==> src/rtl/oswc_pkg.sv <==
package oswc_pkg;
  typedef enum logic {
    TH_COOL = 1'b0,
    TH_HOT  = 1'b1
  } therm_state_e;
endpackage

==> src/rtl/oswc_sync.sv <==
module oswc_sync #(
  parameter int              W       = 4,
  parameter logic [W-1:0]    RST_VAL = '0
) (
  input  logic         clk,
  input  logic         rst_n,
  input  logic [W-1:0] d_async,
  output logic [W-1:0] q_sync
);
  logic [W-1:0] meta_q, hold_q;

  always_ff @(posedge clk or negedge rst_n) begin
    if (!rst_n) begin
      meta_q <= RST_VAL;
      hold_q <= RST_VAL;
    end else begin
      meta_q <= d_async;
      hold_q <= meta_q;
    end
  end

  assign q_sync = hold_q;
endmodule

==> src/rtl/oswc_shifter.sv <==
module oswc_shifter #(
  parameter int N = 8
) (
  input  logic         clk,
  input  logic         rst_n,
  input  logic         sck_s,
  input  logic         din_s,
  output logic [N-1:0] stage_q,
  output logic         dout
);
  logic sck_prev;
  logic sck_rise;

  always_ff @(posedge clk or negedge rst_n) begin
    if (!rst_n) sck_prev <= 1'b0;
    else        sck_prev <= sck_s;
  end

  assign sck_rise = sck_s & ~sck_prev;

  always_ff @(posedge clk or negedge rst_n) begin
    if (!rst_n)        stage_q <= '0;
    else if (sck_rise) stage_q <= {stage_q[N-2:0], din_s};
  end

  assign dout = stage_q[N-1];

  // the register changes only on a detected serial edge
  a_r1_hold_no_edge: assert property (@(posedge clk) disable iff (!rst_n)
    !sck_rise |=> $stable(stage_q));
  // the serial output takes the old next-to-last stage on an edge
  a_r2_dout_chain: assert property (@(posedge clk) disable iff (!rst_n)
    sck_rise |=> (dout == $past(stage_q[N-2])));
endmodule

==> src/rtl/oswc_guard.sv <==
module oswc_guard #(
  parameter int N = 8
) (
  input  logic         clk,
  input  logic         rst_n,
  input  logic         stb_s,
  input  logic         dis_s,
  input  logic         hot,
  input  logic [N-1:0] oc_s,
  input  logic [N-1:0] stage_q,
  output logic [N-1:0] drive,
  output logic         fault_n
);
  logic [N-1:0] out_lat;
  logic [N-1:0] oc_lat;
  logic         blank;

  always_ff @(posedge clk or negedge rst_n) begin
    if (!rst_n)     out_lat <= '0;
    else if (stb_s) out_lat <= stage_q;
  end

  assign blank = dis_s | hot;

  for (genvar i = 0; i < N; i++) begin : g_chan
    always_ff @(posedge clk or negedge rst_n) begin
      if (!rst_n)            oc_lat[i] <= 1'b0;
      else if (stb_s)        oc_lat[i] <= 1'b0;
      else if (oc_s[i] && drive[i]) oc_lat[i] <= 1'b1;
    end
    assign drive[i] = out_lat[i] & ~oc_lat[i] & ~blank;

    // a set over-current latch survives until a strobe
    a_r6_sticky: assert property (@(posedge clk) disable iff (!rst_n)
      (oc_lat[i] && !stb_s) |=> oc_lat[i]);
  end

  assign fault_n = ~(|oc_lat);

  // latch holds while the strobe is low
  a_r3_latch_hold: assert property (@(posedge clk) disable iff (!rst_n)
    !stb_s |=> $stable(out_lat));
  // a strobe leaves no over-current latch behind
  a_r7_strobe_clears: assert property (@(posedge clk) disable iff (!rst_n)
    stb_s |=> fault_n);
endmodule

==> src/rtl/oswc_thermal.sv <==
module oswc_thermal
  import oswc_pkg::*;
#(
  parameter int TW     = 8,
  parameter int TRIP_C = 155,
  parameter int HYST_C = 10
) (
  input  logic          clk,
  input  logic          rst_n,
  input  logic [TW-1:0] temp_code,
  output logic          hot
);
  localparam logic [TW-1:0] TRIP_V = TW'(TRIP_C);
  localparam logic [TW-1:0] LOW_V  = TW'(TRIP_C - HYST_C);

  therm_state_e st_q;

  always_ff @(posedge clk or negedge rst_n) begin
    if (!rst_n) st_q <= TH_COOL;
    else begin
      case (st_q)
        TH_COOL: if (temp_code >= TRIP_V) st_q <= TH_HOT;
        TH_HOT:  if (temp_code <  LOW_V)  st_q <= TH_COOL;
        default: st_q <= TH_COOL;
      endcase
    end
  end

  assign hot = (st_q == TH_HOT);

  // inside the band the state is kept
  a_r8_stay_hot: assert property (@(posedge clk) disable iff (!rst_n)
    (hot && temp_code >= LOW_V) |=> hot);
  a_r8_stay_cool: assert property (@(posedge clk) disable iff (!rst_n)
    (!hot && temp_code < TRIP_V) |=> !hot);
endmodule

==> src/rtl/octal_switch_ctrl.sv <==
module octal_switch_ctrl #(
  parameter int N      = 8,
  parameter int TW     = 8,
  parameter int TRIP_C = 155,
  parameter int HYST_C = 10
) (
  input  logic          clk,
  input  logic          rst_n,
  input  logic          ser_clk,
  input  logic          ser_din,
  output logic          ser_dout,
  input  logic          load_stb,
  input  logic          en_n,
  input  logic [N-1:0]  oc_det,
  input  logic [TW-1:0] temp_code,
  output logic [N-1:0]  drive,
  output logic          fault_n
);
  localparam int SW = N + 4;
  localparam logic [SW-1:0] SYNC_RST = SW'(1) << 3; // enable pin resets to "disabled"

  logic [SW-1:0] raw_in, syn_in;
  logic [N-1:0]  oc_s, stage_q;
  logic          sck_s, din_s, stb_s, dis_s, hot;

  assign raw_in = {oc_det, en_n, load_stb, ser_din, ser_clk};

  oswc_sync #(.W(SW), .RST_VAL(SYNC_RST)) u_sync (
    .clk(clk), .rst_n(rst_n), .d_async(raw_in), .q_sync(syn_in)
  );

  assign sck_s = syn_in[0];
  assign din_s = syn_in[1];
  assign stb_s = syn_in[2];
  assign dis_s = syn_in[3];
  assign oc_s  = syn_in[SW-1:4];

  oswc_shifter #(.N(N)) u_shift (
    .clk(clk), .rst_n(rst_n), .sck_s(sck_s), .din_s(din_s),
    .stage_q(stage_q), .dout(ser_dout)
  );

  oswc_thermal #(.TW(TW), .TRIP_C(TRIP_C), .HYST_C(HYST_C)) u_therm (
    .clk(clk), .rst_n(rst_n), .temp_code(temp_code), .hot(hot)
  );

  oswc_guard #(.N(N)) u_guard (
    .clk(clk), .rst_n(rst_n), .stb_s(stb_s), .dis_s(dis_s), .hot(hot),
    .oc_s(oc_s), .stage_q(stage_q), .drive(drive), .fault_n(fault_n)
  );

  // a synchronized disable leaves every drive off one cycle later
  a_r5_disable_blank: assert property (@(posedge clk) disable iff (!rst_n)
    $past(dis_s) && dis_s |-> (drive == '0));
  // straight after reset nothing is driven and no fault shows
  a_r10_reset_quiet: assert property (@(posedge clk)
    $rose(rst_n) |-> (drive == '0) && fault_n && !ser_dout);
endmodule

==> config.mk <==
export PLATFORM = sky130hd
export DESIGN_NAME = octal_switch_ctrl
export DESIGN_NICKNAME = d
export VERILOG_FILES = /design/src/rtl/oswc_pkg.sv /design/src/rtl/oswc_sync.sv /design/src/rtl/oswc_shifter.sv /design/src/rtl/oswc_guard.sv /design/src/rtl/oswc_thermal.sv /design/src/rtl/octal_switch_ctrl.sv
export SDC_FILE = /design/constraint.sdc
export NUM_CORES = 1
export LEC_CHECK = 0
export BUFFER_PORTS_ARGS = -buffer_cell sky130_fd_sc_hd__clkbuf_2
export CAP_MARGIN = 0
export CORE_ASPECT_RATIO = 0.75
export CORE_UTILIZATION = 53
export DETAILED_ROUTE_END_ITERATION = 10
export PLACE_DENSITY = 0.77
export SYNTH_ARGS = -nofsm -noshare
export SYNTH_HDL_FRONTEND = slang
export SYNTH_SLANG_ARGS = --single-unit
==> constraint.sdc <==
create_clock -name clk -period 1.5 [get_ports clk]
set_clock_uncertainty 0.15 [all_clocks]
set_input_delay 0.375 -clock clk [delete_from_list [all_inputs] [get_ports clk]]
set_output_delay 0.375 -clock clk [all_outputs]
set_load 0.02 [all_outputs]
; ---- After elaboration in Yosys (flattened, before gate mapping)
; Index checks and enable logic that the tools add are counted.
[word_totals]
output_inout_bits = 10
in_bits = 22
regBits = 50
[op_classes]
n_mux = 19
reduce_logical = 17
n_bitwise = 30
n_lt_le_gt_ge = 2
[op_table]
columns = operator, count
row1 = $mux W1, 18
row2 = $and A1 B1 Y1, 17
row3 = $reduce_bool A2 Y1, 8
row4 = $not A1 Y1, 12
row5 = $ge A8 B8 Y1 const B, 1
row6 = $logic_and A1 B1 Y1, 8
row7 = $lt A8 B8 Y1 const B, 1
row8 = $reduce_or A8 Y1, 1
row9 = $pmux W1 S2, 1
row10 = $or A1 B1 Y1, 1

; ---- Logic depth before layout (Yosys ltp)
[logic_depth]
depth_word = 6
depth_mapped = 4
depth_no_buf = 3

; ---- By module
; A second synthesis with hierarchy kept.
[hier_totals]
hier_cells = 115
area_unflattened_um2 = 1810.5
[by_module_without_submodules]
columns = mod, cells_each, seq_area_each_um2, instances, area_each_um2
row1 = oswc_guard, 63, 400.4, 1, 759.5
row2 = oswc_sync, 24, 603.1, 1, 603.1
row3 = oswc_shifter, 20, 225.2, 1, 377.9
row4 = oswc_thermal, 8, 25.0, 1, 70.1

; ---- Worst setup path after synthesis
; OpenSTA, ideal clock, no wires.
[synth_timing]
path_kind = reg2out
from = reg u_guard.oc_lat[2]
to = out fault_n
n_path_buf = 0
path_slack_ps = -205
path_stages_with_launch = 3
arrival_time_ps = 1180
cell_sequence = dfrtp_1 or4_1 nor2_1
[synth_between]
elab_chain_cells = 2
[synth_rtl]
columns = element, line_no
row1 = start: declaration, oswc_guard.sv:15  ; logic [N-1:0] oc_lat;
row2 = start signal: indexed assignment, oswc_guard.sv:27  ; if (!rst_n) oc_lat[i] <= 1'b0;
row3 = start signal: indexed assignment, oswc_guard.sv:28  ; else if (stb_s) oc_lat[i] <= 1'b0;
row4 = start signal: indexed assignment, oswc_guard.sv:29  ; else if (oc_s[i] && drive[i]) oc_lat[i] <= 1'b1;
row5 = $reduce_or A8 Y1, oswc_guard.sv:38  ; assign fault_n = ~(|oc_lat);
row6 = $not A1 Y1, oswc_guard.sv:38
row7 = end: declaration, octal_switch_ctrl.sv:17  ; output logic fault_n
; No other way between the ends.

; ---- Worst setup path in the final report
[layout_timing]
from = reg u_guard.oc_lat[5]
to = out fault_n
; Same word-level chain as after synthesis.

==> out/metrics.cfg <==
[sta]
layout_setup_ws_ns=-0.4835
setup_viol=9
rsz0062_at_grt=true
finalCritPeriodShare=1.322
hold_viol_final=0
maxSlewViolCount=0
min_period_ns=1.984
fmax_mhz=504.2
worstMarginPinSlew_ns=0.4659
relSlewSlack=0.6894

[pwr]
vdd_drop_max_uv=958.1
power_density_nw_per_um2=1375
p_leak_nw=1.135

[synthesis]
synth.ff_latch_count=50
synth_top_area_share=0.7191
synth_edf_count=0
syn-num-nets=136
syn_area_per_cell_um2=14.65
syn_inst=114
synth_seq_area_share=0.7506
synth-async-reset-ratio=1.000
synth.area.top_cells=dfrtp_1 (72%), mux2_2 (11%), nor2_1 (3.8%), dfstp_2 (3.1%), a31oi_1 (3.0%)
synthFlopType=dfrtp_1
synth_area_um2=1670
synth_top_area_cell=dfrtp_1
synthTopCellsByCount=dfrtp_1 (48), nor2_1 (17), mux2_2 (16)
yosysUniqueCellTypes=16
synth-warning-count=0
yosysMostFrequentCell=dfrtp_1

[setup_path]
required_ns=0.97
reg2reg_to=u_guard.oc_lat[5]
startpoint=u_guard.oc_lat[5]
reg2regPathDepth=6
ff2ff_setup_slack_ns=0.03
end_kind=output pin
worst-setup-path-type=reg2out
reg2reg_from=u_sync.q_sync[3]
crit_end=fault_n
cp_max_fo=2
critPathArrivalTime_ns=1.46
start_kind=flip-flop

[hold_path]
min_path_type=in2reg
hp-start=en_n

[cts]
clkSlewWorstSetupHoldPaths_ns=0.08
cts_tree=built
cts_buffer_depth=2
clock_sinks=50
cts_max_level=2
clk_latency_ns=0.29
root_buffer=clkbuf_8
cts_buffers=5

[detailed_routing]
ant_nets=0
viasPerCell=5.312
firstDrtPassIters=4
via_count=1089
wl_per_cell_um=17.25
drcViolationCount=0
finalWirelength_um=3537
drt_iter0_drc=52

[final_layout]
nNetsFinal=189
stdcell_area_um2=2380
drive_above_1_share=0.5808
diodes=0
seqCellArea_um2=1254
multi_input_area_um2=573.1
finish.utilization=0.7992
nFillCells=168
area.growth.synth_to_final_pct=42.47

[floorplan]
die_w_um=66.83
dieHeight_um=50.62
initial_core_util=0.5609
core_um2=2978
io_pins=32
rows=17
die_area_um2=3382

[global_routing]
gr-total-overflow=0
track_usage=0.2357
grt_pass1_wl_um=5395
grt_max_degree=51
antenna_found_initial=0
grt_pass1_vias=1131

[placement]
placed_area_um2=2043
post-dp-hpwl_um=2071
port_buffers=31
place_congestion=0.7601

[status]
violations=negative setup slack
status=complete, but fails checks

[flow_run]
maxCapViolCount=0

==> report_power, final <==
part	switching, W	internal (W)	leakage [nW]
sequential	0.000236	0.00158	0.603
combinational	0.000330	0.000432	0.488
clock	0.000385	0.000313	0.0438
==> worst min-delay path by stage <==
stage	endpoint	slack, ns	depth (start not counted)
6_report	u_sync.meta_q[3]	0.01	1
5_1_grt	u_sync.meta_q[3]	0.003	1
4_1_cts	u_sync.meta_q[3]	0.002	1
3_5_place_dp	u_sync.q_sync[1]	0.19	0
3_3_place_gp	u_sync.q_sync[0]	0.18	0
2_1_floorplan	u_guard.oc_lat[0]	-0.07	0
==> timing repair <==
action | CTS | global route
buffers inserted | 3 | 2
hold buffers | 1 | 0
cloned | 1 | 0
endpoints found under the hold margin | 48 | 0
pin swaps | 15 | 11
endpoints found under the setup margin | 9 | 17
resized for setup | 35 | 18
==> sequential cells by signal, indices dropped and copies added (netlist names) <==
signal,cells
u_sync.meta_q,12
u_shift.sck_prev,1
u_shift.stage_q,8
u_sync.q_sync,12
u_therm.hot,1
u_guard.oc_lat,8
u_guard.out_lat,8
==> routing by layer <==
metal	wire length, um	track usage	share of wire	up-vias
li1	-	-	-	497
met1	1445	0.2787	0.41	552
met2	1876	0.3889	0.53	29
met3	124	0.06818	0.035	11
met4	89	0.1241	0.025	0
met5	0	0	0	-
==> worst max-delay path: stages, from the launching register on <==
cell,delay (ns)
dfrtp_1,0.39
or4_4,0.56
nor2_4,0.11
buf_8,0.11
==> cells in the final DEF, fill, tap and decap left out, drive strengths merged <==
master / n
a21oi: 1
a31oi: 8
buf: 27
clkbuf: 27
clkinv: 2
dfrtp: 48
dfstp: 2
dlygate4sd3: 1
mux2: 16
nand2: 8
nand3: 1
nand4: 1
nor2: 18
nor2b: 1
nor4b: 1
o211ai: 1
o21ai: 1
or4: 3
==> kinds of logic (layout without fill, tap and decap cells) <==
group / count (synthesis) / after routing / synth area share
AO/OA/AOI/OAI: 11 / 11 / 0.04045
flip-flops: 50 / 50 / 0.7506
AND/OR/NAND/NOR: 33 / 33 / 0.08914
multiplexers: 16 / 16 / 0.1079
buffers and inverters: 4 / 57 / 0.01199
==> metrics by stage <==
stage                     hold WS [ns]  worst slack, ns  instances  total power, W  TNS, ns
after floorplan               -0.07059          -0.1196        114        0.002089  -0.1489
after global placement          0.1812          -0.1938        193        0.002294  -0.2244
after detailed placement        0.1855          -0.2327        193        0.002343  -0.3713
after CTS                     0.002027          -0.5216        205        0.003222   -3.241
after global routing          0.003114          -0.5217        205        0.003428   -3.660
final                          0.01446          -0.4835        205        0.003272   -3.131
==> final cells by class <==
type	count	area share
multi-input cells	60	0.2408
well taps	38	0.01998
clock inverters	2	0.004206
repair buffers	50	0.1793
flip-flops and latches	50	0.5268
clock buffers	5	0.02892
Note: power is estimated with default switching activity, not from simulation.
